**config.mk**
```make
export PLATFORM = sky130hd
export DESIGN_NAME = i2cmem_slave
export DESIGN_NICKNAME = d
export VERILOG_FILES = /design/src/rtl/i2cmem_pkg.sv /design/src/rtl/i2cmem_bus_sampler.sv /design/src/rtl/i2cmem_ptr_step.sv /design/src/rtl/i2cmem_slave.sv
export SDC_FILE = /design/constraint.sdc
export NUM_CORES = 1
export LEC_CHECK = 0
export ABC_AREA = 1
export BUFFER_PORTS_ARGS = -buffer_cell sky130_fd_sc_hd__buf_2
export CAP_MARGIN = 5
export CORE_ASPECT_RATIO = 1.2
export CORE_MARGIN = 2
export CORE_UTILIZATION = 53
export CTS_BUF_LIST = sky130_fd_sc_hd__clkbuf_8
export DETAILED_ROUTE_END_ITERATION = 16
export PLACE_DENSITY = 0.73
export SLEW_MARGIN = 20
export SYNTH_ARGS = -nofsm -noshare
export SYNTH_HDL_FRONTEND = slang
export SYNTH_SLANG_ARGS = --single-unit
```
**constraint.sdc**
```tcl
create_clock -name clk -period 2.4 [get_ports clk]
set_input_delay 0.24 -clock clk [delete_from_list [all_inputs] [get_ports clk]]
set_output_delay 0.24 -clock clk [all_outputs]
set_load 0.005 [all_outputs]
```
**src/rtl/i2cmem_pkg.sv**
```systemverilog
`timescale 1ns/1ps
package i2cmem_pkg;
    // Device-type nibble expected in bits 7:4 of the first byte
    localparam logic [3:0] DEV_TYPE = 4'b1010;

    // Which byte of the transaction the engine is working on
    typedef enum logic [2:0] {
        PH_IDLE  = 3'd0,
        PH_DEV   = 3'd1,
        PH_WORD  = 3'd2,
        PH_WDATA = 3'd3,
        PH_READ  = 3'd4
    } phase_e;
endpackage

```
**src/rtl/i2cmem_bus_sampler.sv**
```systemverilog
`timescale 1ns/1ps
// Synchronises both bus lines and derives edge and bus-condition pulses.
module i2cmem_bus_sampler #(
    parameter int STAGES = 2
) (
    input  logic clk,
    input  logic rst_n,
    input  logic scl_i,
    input  logic sda_i,
    output logic scl_s,
    output logic sda_s,
    output logic scl_rise,
    output logic scl_fall,
    output logic start_p,
    output logic stop_p
);
    logic [STAGES-1:0] scl_c;
    logic [STAGES-1:0] sda_c;
    logic              scl_p;
    logic              sda_p;

    generate
        if (STAGES > 1) begin : g_chain
            always_ff @(posedge clk or negedge rst_n) begin
                if (!rst_n) begin
                    scl_c <= '1;
                    sda_c <= '1;
                end else begin
                    scl_c <= {scl_c[STAGES-2:0], scl_i};
                    sda_c <= {sda_c[STAGES-2:0], sda_i};
                end
            end
        end else begin : g_single
            always_ff @(posedge clk or negedge rst_n) begin
                if (!rst_n) begin
                    scl_c <= '1;
                    sda_c <= '1;
                end else begin
                    scl_c <= scl_i;
                    sda_c <= sda_i;
                end
            end
        end
    endgenerate

    always_ff @(posedge clk or negedge rst_n) begin
        if (!rst_n) begin
            scl_p <= 1'b1;
            sda_p <= 1'b1;
        end else begin
            scl_p <= scl_s;
            sda_p <= sda_s;
        end
    end

    assign scl_s    = scl_c[STAGES-1];
    assign sda_s    = sda_c[STAGES-1];
    assign scl_rise = scl_s & ~scl_p;
    assign scl_fall = ~scl_s & scl_p;
    assign start_p  = scl_s & scl_p & sda_p & ~sda_s;
    assign stop_p   = scl_s & scl_p & ~sda_p & sda_s;
endmodule

```
**src/rtl/i2cmem_ptr_step.sv**
```systemverilog
`timescale 1ns/1ps
// Next-address arithmetic: whole-array wrap for reads, in-page wrap for writes.
module i2cmem_ptr_step #(
    parameter int ADDR_W = 11,
    parameter int PAGE_W = 4
) (
    input  logic [ADDR_W-1:0] ptr,
    output logic [ADDR_W-1:0] seq_nx,
    output logic [ADDR_W-1:0] page_nx
);
    localparam logic [ADDR_W-1:0] ONE_A = ADDR_W'(1);

    assign seq_nx = ptr + ONE_A;

    generate
        if (PAGE_W >= ADDR_W) begin : g_flat
            assign page_nx = seq_nx;
        end else begin : g_paged
            localparam logic [PAGE_W-1:0] ONE_P = PAGE_W'(1);
            assign page_nx = {ptr[ADDR_W-1:PAGE_W], ptr[PAGE_W-1:0] + ONE_P};
        end
    endgenerate
endmodule

```
**src/rtl/i2cmem_slave.sv**
```systemverilog
`timescale 1ns/1ps
module i2cmem_slave #(
    parameter int ADDR_W      = 11,
    parameter int PAGE_W      = 4,
    parameter int SYNC_STAGES = 2
) (
    input  logic              clk,
    input  logic              rst_n,
    input  logic              scl_i,
    input  logic              sda_i,
    output logic              sda_oe,
    input  logic              wbuf_busy,
    output logic              wbuf_push,
    output logic [ADDR_W-1:0] wbuf_addr,
    output logic [7:0]        wbuf_data,
    output logic              wbuf_commit,
    output logic              mem_rd_en,
    output logic [ADDR_W-1:0] mem_rd_addr,
    input  logic [7:0]        mem_rd_data
);
    import i2cmem_pkg::*;

    // Address bits carried in the first byte (bits HI_W..1)
    localparam int HI_W = ADDR_W - 8;

    typedef struct packed {
        phase_e            ph;
        phase_e            after;   // phase entered when the ack slot ends
        logic [3:0]        cnt;     // 0..8 data bits, 9 = ack slot
        logic [7:0]        sh;
        logic [ADDR_W-1:0] ptr;
        logic [HI_W-1:0]   hi;
        logic              wrote;
        logic              mack;
        logic              oe;
        logic              push;
        logic [ADDR_W-1:0] paddr;
        logic [7:0]        pdata;
        logic              commit;
        logic              rd_en;
        logic [ADDR_W-1:0] raddr;
        logic              rd_pend;
        logic [7:0]        rbuf;
    } eng_t;

    eng_t state_d, state_q;

    logic scl_s, sda_s, scl_rise, scl_fall, start_p, stop_p;
    logic [ADDR_W-1:0] seq_nx, page_nx;

    i2cmem_bus_sampler #(.STAGES(SYNC_STAGES)) u_sampler (
        .clk      (clk),
        .rst_n    (rst_n),
        .scl_i    (scl_i),
        .sda_i    (sda_i),
        .scl_s    (scl_s),
        .sda_s    (sda_s),
        .scl_rise (scl_rise),
        .scl_fall (scl_fall),
        .start_p  (start_p),
        .stop_p   (stop_p)
    );

    i2cmem_ptr_step #(.ADDR_W(ADDR_W), .PAGE_W(PAGE_W)) u_step (
        .ptr     (state_q.ptr),
        .seq_nx  (seq_nx),
        .page_nx (page_nx)
    );

    always_comb begin
        state_d         = state_q;
        state_d.push    = 1'b0;
        state_d.commit  = 1'b0;
        state_d.rd_en   = 1'b0;
        state_d.rd_pend = state_q.rd_en;
        if (state_q.rd_pend) begin
            state_d.rbuf = mem_rd_data;
        end

        if (start_p) begin
            state_d.ph    = PH_DEV;
            state_d.cnt   = 4'd0;
            state_d.oe    = 1'b0;
            state_d.wrote = 1'b0;
        end else if (stop_p) begin
            state_d.ph     = PH_IDLE;
            state_d.cnt    = 4'd0;
            state_d.oe     = 1'b0;
            state_d.commit = state_q.wrote;
            state_d.wrote  = 1'b0;
        end else begin
            case (state_q.ph)
                PH_DEV, PH_WORD, PH_WDATA: begin
                    if (scl_rise && state_q.cnt < 4'd8) begin
                        state_d.sh  = {state_q.sh[6:0], sda_s};
                        state_d.cnt = state_q.cnt + 4'd1;
                    end else if (scl_fall && state_q.cnt == 4'd8) begin
                        state_d.cnt = 4'd9;
                        if (state_q.ph == PH_DEV) begin
                            if (state_q.sh[7:4] == DEV_TYPE && !wbuf_busy) begin
                                state_d.oe = 1'b1;
                                if (state_q.sh[0]) begin
                                    state_d.after = PH_READ;
                                    state_d.rd_en = 1'b1;
                                    state_d.raddr = state_q.ptr;
                                end else begin
                                    state_d.after = PH_WORD;
                                    state_d.hi    = state_q.sh[HI_W:1];
                                end
                            end else begin
                                state_d.ph  = PH_IDLE;
                                state_d.cnt = 4'd0;
                            end
                        end else if (state_q.ph == PH_WORD) begin
                            state_d.oe    = 1'b1;
                            state_d.ptr   = {state_q.hi, state_q.sh};
                            state_d.after = PH_WDATA;
                        end else begin
                            state_d.oe    = 1'b1;
                            state_d.push  = 1'b1;
                            state_d.paddr = state_q.ptr;
                            state_d.pdata = state_q.sh;
                            state_d.ptr   = page_nx;
                            state_d.wrote = 1'b1;
                            state_d.after = PH_WDATA;
                        end
                    end else if (scl_fall && state_q.cnt == 4'd9) begin
                        state_d.cnt = 4'd0;
                        state_d.ph  = state_q.after;
                        if (state_q.after == PH_READ) begin
                            state_d.sh = state_q.rbuf;
                            state_d.oe = ~state_q.rbuf[7];
                        end else begin
                            state_d.oe = 1'b0;
                        end
                    end
                end
                PH_READ: begin
                    if (scl_rise && state_q.cnt < 4'd8) begin
                        state_d.cnt = state_q.cnt + 4'd1;
                    end else if (scl_rise && state_q.cnt == 4'd9) begin
                        state_d.mack = ~sda_s;
                    end else if (scl_fall && state_q.cnt >= 4'd1 && state_q.cnt <= 4'd7) begin
                        state_d.sh = {state_q.sh[6:0], 1'b0};
                        state_d.oe = ~state_q.sh[6];
                    end else if (scl_fall && state_q.cnt == 4'd8) begin
                        state_d.oe    = 1'b0;
                        state_d.cnt   = 4'd9;
                        state_d.rd_en = 1'b1;
                        state_d.raddr = seq_nx;
                        state_d.ptr   = seq_nx;
                    end else if (scl_fall && state_q.cnt == 4'd9) begin
                        state_d.cnt = 4'd0;
                        if (state_q.mack) begin
                            state_d.sh = state_q.rbuf;
                            state_d.oe = ~state_q.rbuf[7];
                        end else begin
                            state_d.ph = PH_IDLE;
                        end
                    end
                end
                default: begin
                end
            endcase
        end
    end

    always_ff @(posedge clk or negedge rst_n) begin
        if (!rst_n) begin
            state_q <= '0;
        end else begin
            state_q <= state_d;
        end
    end

    assign sda_oe      = state_q.oe;
    assign wbuf_push   = state_q.push;
    assign wbuf_addr   = state_q.paddr;
    assign wbuf_data   = state_q.pdata;
    assign wbuf_commit = state_q.commit;
    assign mem_rd_en   = state_q.rd_en;
    assign mem_rd_addr = state_q.raddr;
endmodule

```
# Word-level counts from Yosys, hierarchy flattened
# Index checks and enable logic that the tools add are counted.
[totals]
ff_bits = 83
input_bits = 13
output_inout_bits = 34
[op_classes]
add_sub_neg = 3
n_lt_le_gt_ge = 3
n_eq_ne = 46
muxes = 84
bitwise_logic = 19
n_reduce_logical = 25
[op_table]
columns = ["op", "n"]
rows = [
  ["12-bit two-way mux", 13],
  ["20-bit two-way mux", 5],
  ["3-bit two-way mux", 19],
  ["23-bit one-hot mux with 2 select lines", 1],
  ["11-bit two-way mux", 4],
  ["8-bit two-way mux", 5],
  ["33-bit two-way mux", 1],
  ["11-bit AND reduction", 3],
  ["4-bit two-way mux", 8],
  ["15-bit two-way mux", 2],
  ["6-bit != test, second input constant", 5],
  ["4-bit != test, second input constant", 7],
  ["3-bit != test, second input constant", 9],
  ["5-bit != test, second input constant", 5],
  ["12-bit one-hot mux with 2 select lines", 1],
  ["23-bit two-way mux", 1],
  ["2-bit != test, second input constant", 11],
  ["21-bit two-way mux", 1],
  ["1-bit two-way mux", 19],
  ["19-bit two-way mux", 1],
  ["8-bit AND reduction", 2],
  ["5-bit AND reduction", 3],
  ["4-bit == test, second input constant", 3],
  ["1-bit inverter", 12],
  ["23 further kinds", 39],
]

# Longest topological paths before layout
[depth]
word_depth = 11
mapped_depth = 12

# Cells and area by module
# A second synthesis with hierarchy kept.
[unflattened]
cells_unflattened = 690
area_unflattened_um2 = 4969.8
[by_module_without_submodules]
columns = ["mod", "n_inst", "cells_per_inst", "area_each_um2", "seq_area_each_um2"]
rows = [
  ["i2cmem_slave", 1, 615, 4453.0, 1926.8],
  ["i2cmem_ptr_step", 1, 58, 317.8, 0.0],
  ["i2cmem_bus_sampler", 1, 17, 198.9, 157.7],
]

# Worst setup path before layout
# No wires, ideal clock.
[synth_timing]
path_type = "register to register"
start = "register state_q[67] (netlist bit)"
end = "register state_q (netlist bit mem_rd_addr[4])"
arrival_time_ps = 1587
required_ps = 2275
setup_slack_ps = 688
stages_incl_launch_ff = 11
path_buffers = 2
path_cell_list = "dfrtp_1 > ha_1 > nand3b_1 > nand2_2 > buf_6 > nor2_8 > nor3b_1 > nand2_1 > buf_4 > nand2_1 > nand3_1"
[synth_between]
elab_chain_len = 5
elab_cells_between_ends = 17
[synth_rtl]
columns = ["element", "line", "text"]
rows = [
  ["from (decl)", "i2cmem_slave.sv:46", "eng_t state_d, state_q;"],
  ["from (signal assigned)", "i2cmem_slave.sv:172", "state_q <= state_d;"],
  ["4-bit by 1-bit >= comparator with 1-bit output", "i2cmem_slave.sv:143", "end else if (scl_fall && state_q.cnt >= 4'd1 && state_q.cnt <= 4'd7) begin"],
  ["1-bit logical AND (2 in series)", "i2cmem_slave.sv:143", ""],
  ["2-bit != test (no source line)", "n/a", ""],
  ["12-bit AND reduction (no source line) (*)", "n/a", ""],
]
# Every way passes the cells marked *; elsewhere a longest branch is shown, timed or not.
# A chain may end at the register's enable or synchronous reset.

# Final worst setup path
[layout_timing]
start = "register state_q[67] (netlist bit)"
end = "register state_q (netlist bit mem_rd_addr[1])"
# Same word-level chain as after synthesis.

==> out/summary.md <==
## Worst setup path
• category of the critical setup timing path: register to register
• delay contributed by the slowest stage of the critical path: 0.41 ns
• arrival time at the worst endpoint: 2.37 ns
• CP Data Required Time: 2.64 ns
• top cell family by delay on the critical path: simple AND/OR/NAND/NOR gates
• slowest cell on the critical path: dfrtp_1
• depth of the worst register-to-register path: 9
• setup slack of the most critical reg-to-reg path: 0.27 ns
• cells traversed along the worst timing path: inv_1, ha_1, nand3_1, nor2_4, nor2_1, nor3b_1, nand2_1, nand2_1, nand3_1
• top fanout value on the critical path: 15
• reg-to-reg startpoint: state_q[67]$_DFFE_PN0P_
• Critical path buffers and inverters: 1
• kind of start point of the critical path: register
• endpoint kind of the worst setup timing path: register
• endpoint of the worst register-to-register path: mem_rd_addr[1]$_DFFE_PN0P_

## Timing
• Achievable Freq: 470.0 MHz
• transition time at the pin with the least slew margin: 0.5635 ns
• number of hold violations in the final report: 0
• final clock skew: 0.009432 ns
• RSZ-0062 raised after global routing: no
• final number of setup-violating endpoints: 0
• min cycle time layout: 2.128 ns
• total negative setup slack: 0 ns
• relative slew slack: 0.6215
• fraction of the cycle the final worst path needs: 0.8866
• Pins Over Slew Limit: 0

## Floorplanning
• Initial Utilization: 0.5423
• overall die area: 0.009531 mm2
• die outline width: 89.46 um
• DIE HEIGHT: 106.5 um
• IO Count: 47
• Std-Cell Rows: 37
• total core area: 0.008564 mm2

## Yosys
• EDFF count, synth: 0
• flip-flop and latch count after synthesis: 83
• number of nets in the synthesized netlist: 592
• Post-Synthesis Cell Area: 0.004644 mm2
• sequential-to-total area share from yosys stat: 0.4488
• fraction of synthesis flops using an asynchronous set or reset pin: 1.000
• post-synthesis cell type count: 40
• commonest register cell after synthesis: dfrtp_1
• average size of a mapped cell: 8.091 um2
• count of yosys warnings during synthesis: 0
• Post-Synthesis Cells: 574

## Drt
• Post-DRT Antenna Nets: 0
• number of DRC violations after detailed-routing iteration 0: 197
• DR vias: 3,815
• number of DRC violations after detailed routing: 0
• drt total wl: 10,000 um
• routed wire length per instance: 14.01 um
• via density per instance: 5.343
• Detailed Routing Iterations Pass 1: 5

## Cells and area
• fraction of layout instances using a drive strength above 1: 0.1993
• most frequent cells in the layout: nand2_1 (145), dfrtp_1 (77), nand3_1 (57)
• most frequent standard cell in the layout excluding fill and tap cells: nand2_1
• layout-stage area growth over the synthesis result: 7.058%
• number of antenna repair diodes: 0
• Final #Nets: 610
• Final Util: 0.5806

## Global routing
• maximum number of pins on one net before global-route repair: 44
• All-Layer GR Usage: 0.2254
• vias in the first global route: 3,569
• global-route wire length before repair: 16,750 um
• initial antenna violation count: 0
• total global routing overflow: 0

## Outcome
• result of the run: completed

## Clock tree
• root buffer selected by CTS: clkbuf_8
• CTS tree: built
• cts repair resizes: 0
• clock-pin slew of the registers on the worst-case setup and hold paths: 0.08 ns
• number of levels the H-tree was split into: 3
• clock buffers created by TritonCTS: 9
• clock sink total: 83
• deepest clock path buffer count: 2
• clock network latency to the later pin of the worst-skew pair: 0.35 ns

## Placed design
• Detail Placement HPWL: 7496 um
• GPL Wtd Cong: 0.9661
• port bufs: 46

## Power
• Power per Cell Area: 1111 mW/mm2
• worst voltage drop across the vdd grid: 0.4859 mV
• Static Leak: 2.537 nW

## Min path
• Min-Delay Path Class: input port to register
• WHS Path Cells: 3
• Hold Path End: state_q[7]$_DFFE_PN0P_
• origin of the worst min-delay path: mem_rd_data[7]

## Job
• MaxCap Viol Count: 0

[kinds of logic after synthesis]
family	after synthesis	synth area share
multiplexers	6	0.01455
adder cells (fa/ha/maj)	5	0.01347
XOR/XNOR	2	0.003772
flip-flops	83	0.4488
buffers and inverters	107	0.1234
AO/OA/AOI/OAI	99	0.1220
AND/OR/NAND/NOR	272	0.2740
[what timing repair did]
action                                  CTS  global route
hold buffers                              3             0
endpoints found under the setup margin    0             0
endpoints found under the hold margin    44             0
setup buffers                             0             0
[worst register-to-register path: cells and delay by family, from the launching register on]
| family | cells | cell delay, ns |
|---|---|---|
| adders and majority gates | 1 | 0.20 |
| buffers and inverters | 1 | 0.13 |
| DFF | 1 | 0.41 |
| and+or+nand+nor | 7 | 1.29 |
[flip-flops by register name (all words and copies together), names as in the netlist]
signal,cells
u_sampler.scl_c,2
sda_oe,1
u_sampler.sda_p,1
wbuf_push,1
u_sampler.scl_p,1
state_q,43
wbuf_commit,1
wbuf_data,8
u_sampler.sda_c,2
mem_rd_addr,11
mem_rd_en,1
wbuf_addr,11
[final cells by class]
cell class,instances,area (um2)
multi-input combinational,384,1987
clock buffer,12,165.2
timing repair buffer,55,320.3
inverter,59,221.5
clock inverter,4,47.55
fill,817,3592
tap,117,146.4
sequential,83,2085
[through the flow]
stage	hold slack [ns]	total power [W]	cells	instance area, um2	setup WS, ns
2_1_floorplan	-0.05559	0.004095	574	4644	0.6882
3_3_place_gp	0.2650	0.004388	695	4730	0.4108
3_5_place_dp	0.2666	0.004478	695	4730	0.3007
4_1_cts	0.07410	0.005555	714	4972	0.2926
5_1_grt	0.08537	0.005982	714	4972	0.02015
6_report	0.09003	0.005525	714	4972	0.2721
[worst max path at each step]
| stage | startpoint | to | slack, ns | cells past startpoint |
|---|---|---|---|---|
| CTS | state_q[67]$_DFFE_PN0P_ | mem_rd_addr[2]$_DFFE_PN0P_ | 0.29 | 9 |
| finish | state_q[67]$_DFFE_PN0P_ | mem_rd_addr[1]$_DFFE_PN0P_ | 0.27 | 9 |
| detailed placement | state_q[67]$_DFFE_PN0P_ | mem_rd_addr[2]$_DFFE_PN0P_ | 0.30 | 9 |
| global route | state_q[67]$_DFFE_PN0P_ | mem_rd_addr[1]$_DFFE_PN0P_ | 0.02 | 9 |
| global placement | state_q[67]$_DFFE_PN0P_ | mem_rd_addr[1]$_DFFE_PN0P_ | 0.41 | 9 |
| floorplan | state_q[67]$_DFFE_PN0P_ | mem_rd_addr[4]$_DFFE_PN0P_ | 0.69 | 10 |
[power breakdown]
part	switching [W]	internal (W)	leakage, nW
registers	0.000293	0.00180	1.08
logic	0.00154	0.000839	1.34
clock network	0.000493	0.000565	0.114
total	0.00232	0.00320	2.54
[layer usage]
layer  routed length (um)  vias to the layer above  global-route usage
met5                    0                        -                   0
met4                  348                        0             0.09595
met3                  339                       18             0.04503
met2                 4884                       94              0.3720
met1                 4432                     1816              0.2829
li1                     -                     1887                   -
[synth_stat cells, types with 4 or more instances]
master      n  area [um2]
nand2_1   145       544.3
dfrtp_1    77        1927
nand3_1    57       285.3
inv_1      53       198.9
o21ai_0    41       205.2
buf_4      33       247.7
nor2_1     30       112.6
o21ai_1    20       100.1
a21oi_1    17       85.08
o21ai_2    10       87.58
nand2_2     8       50.05
nand4_1     8       50.05
buf_2       7       35.03
dfstp_2     6       157.7
inv_2       6       22.52
mux2_2      6       67.56
nor3_1      6       30.03
ha_1        5       62.56
clkbuf_1    4       15.01
Power figures use the tool's default switching activity.
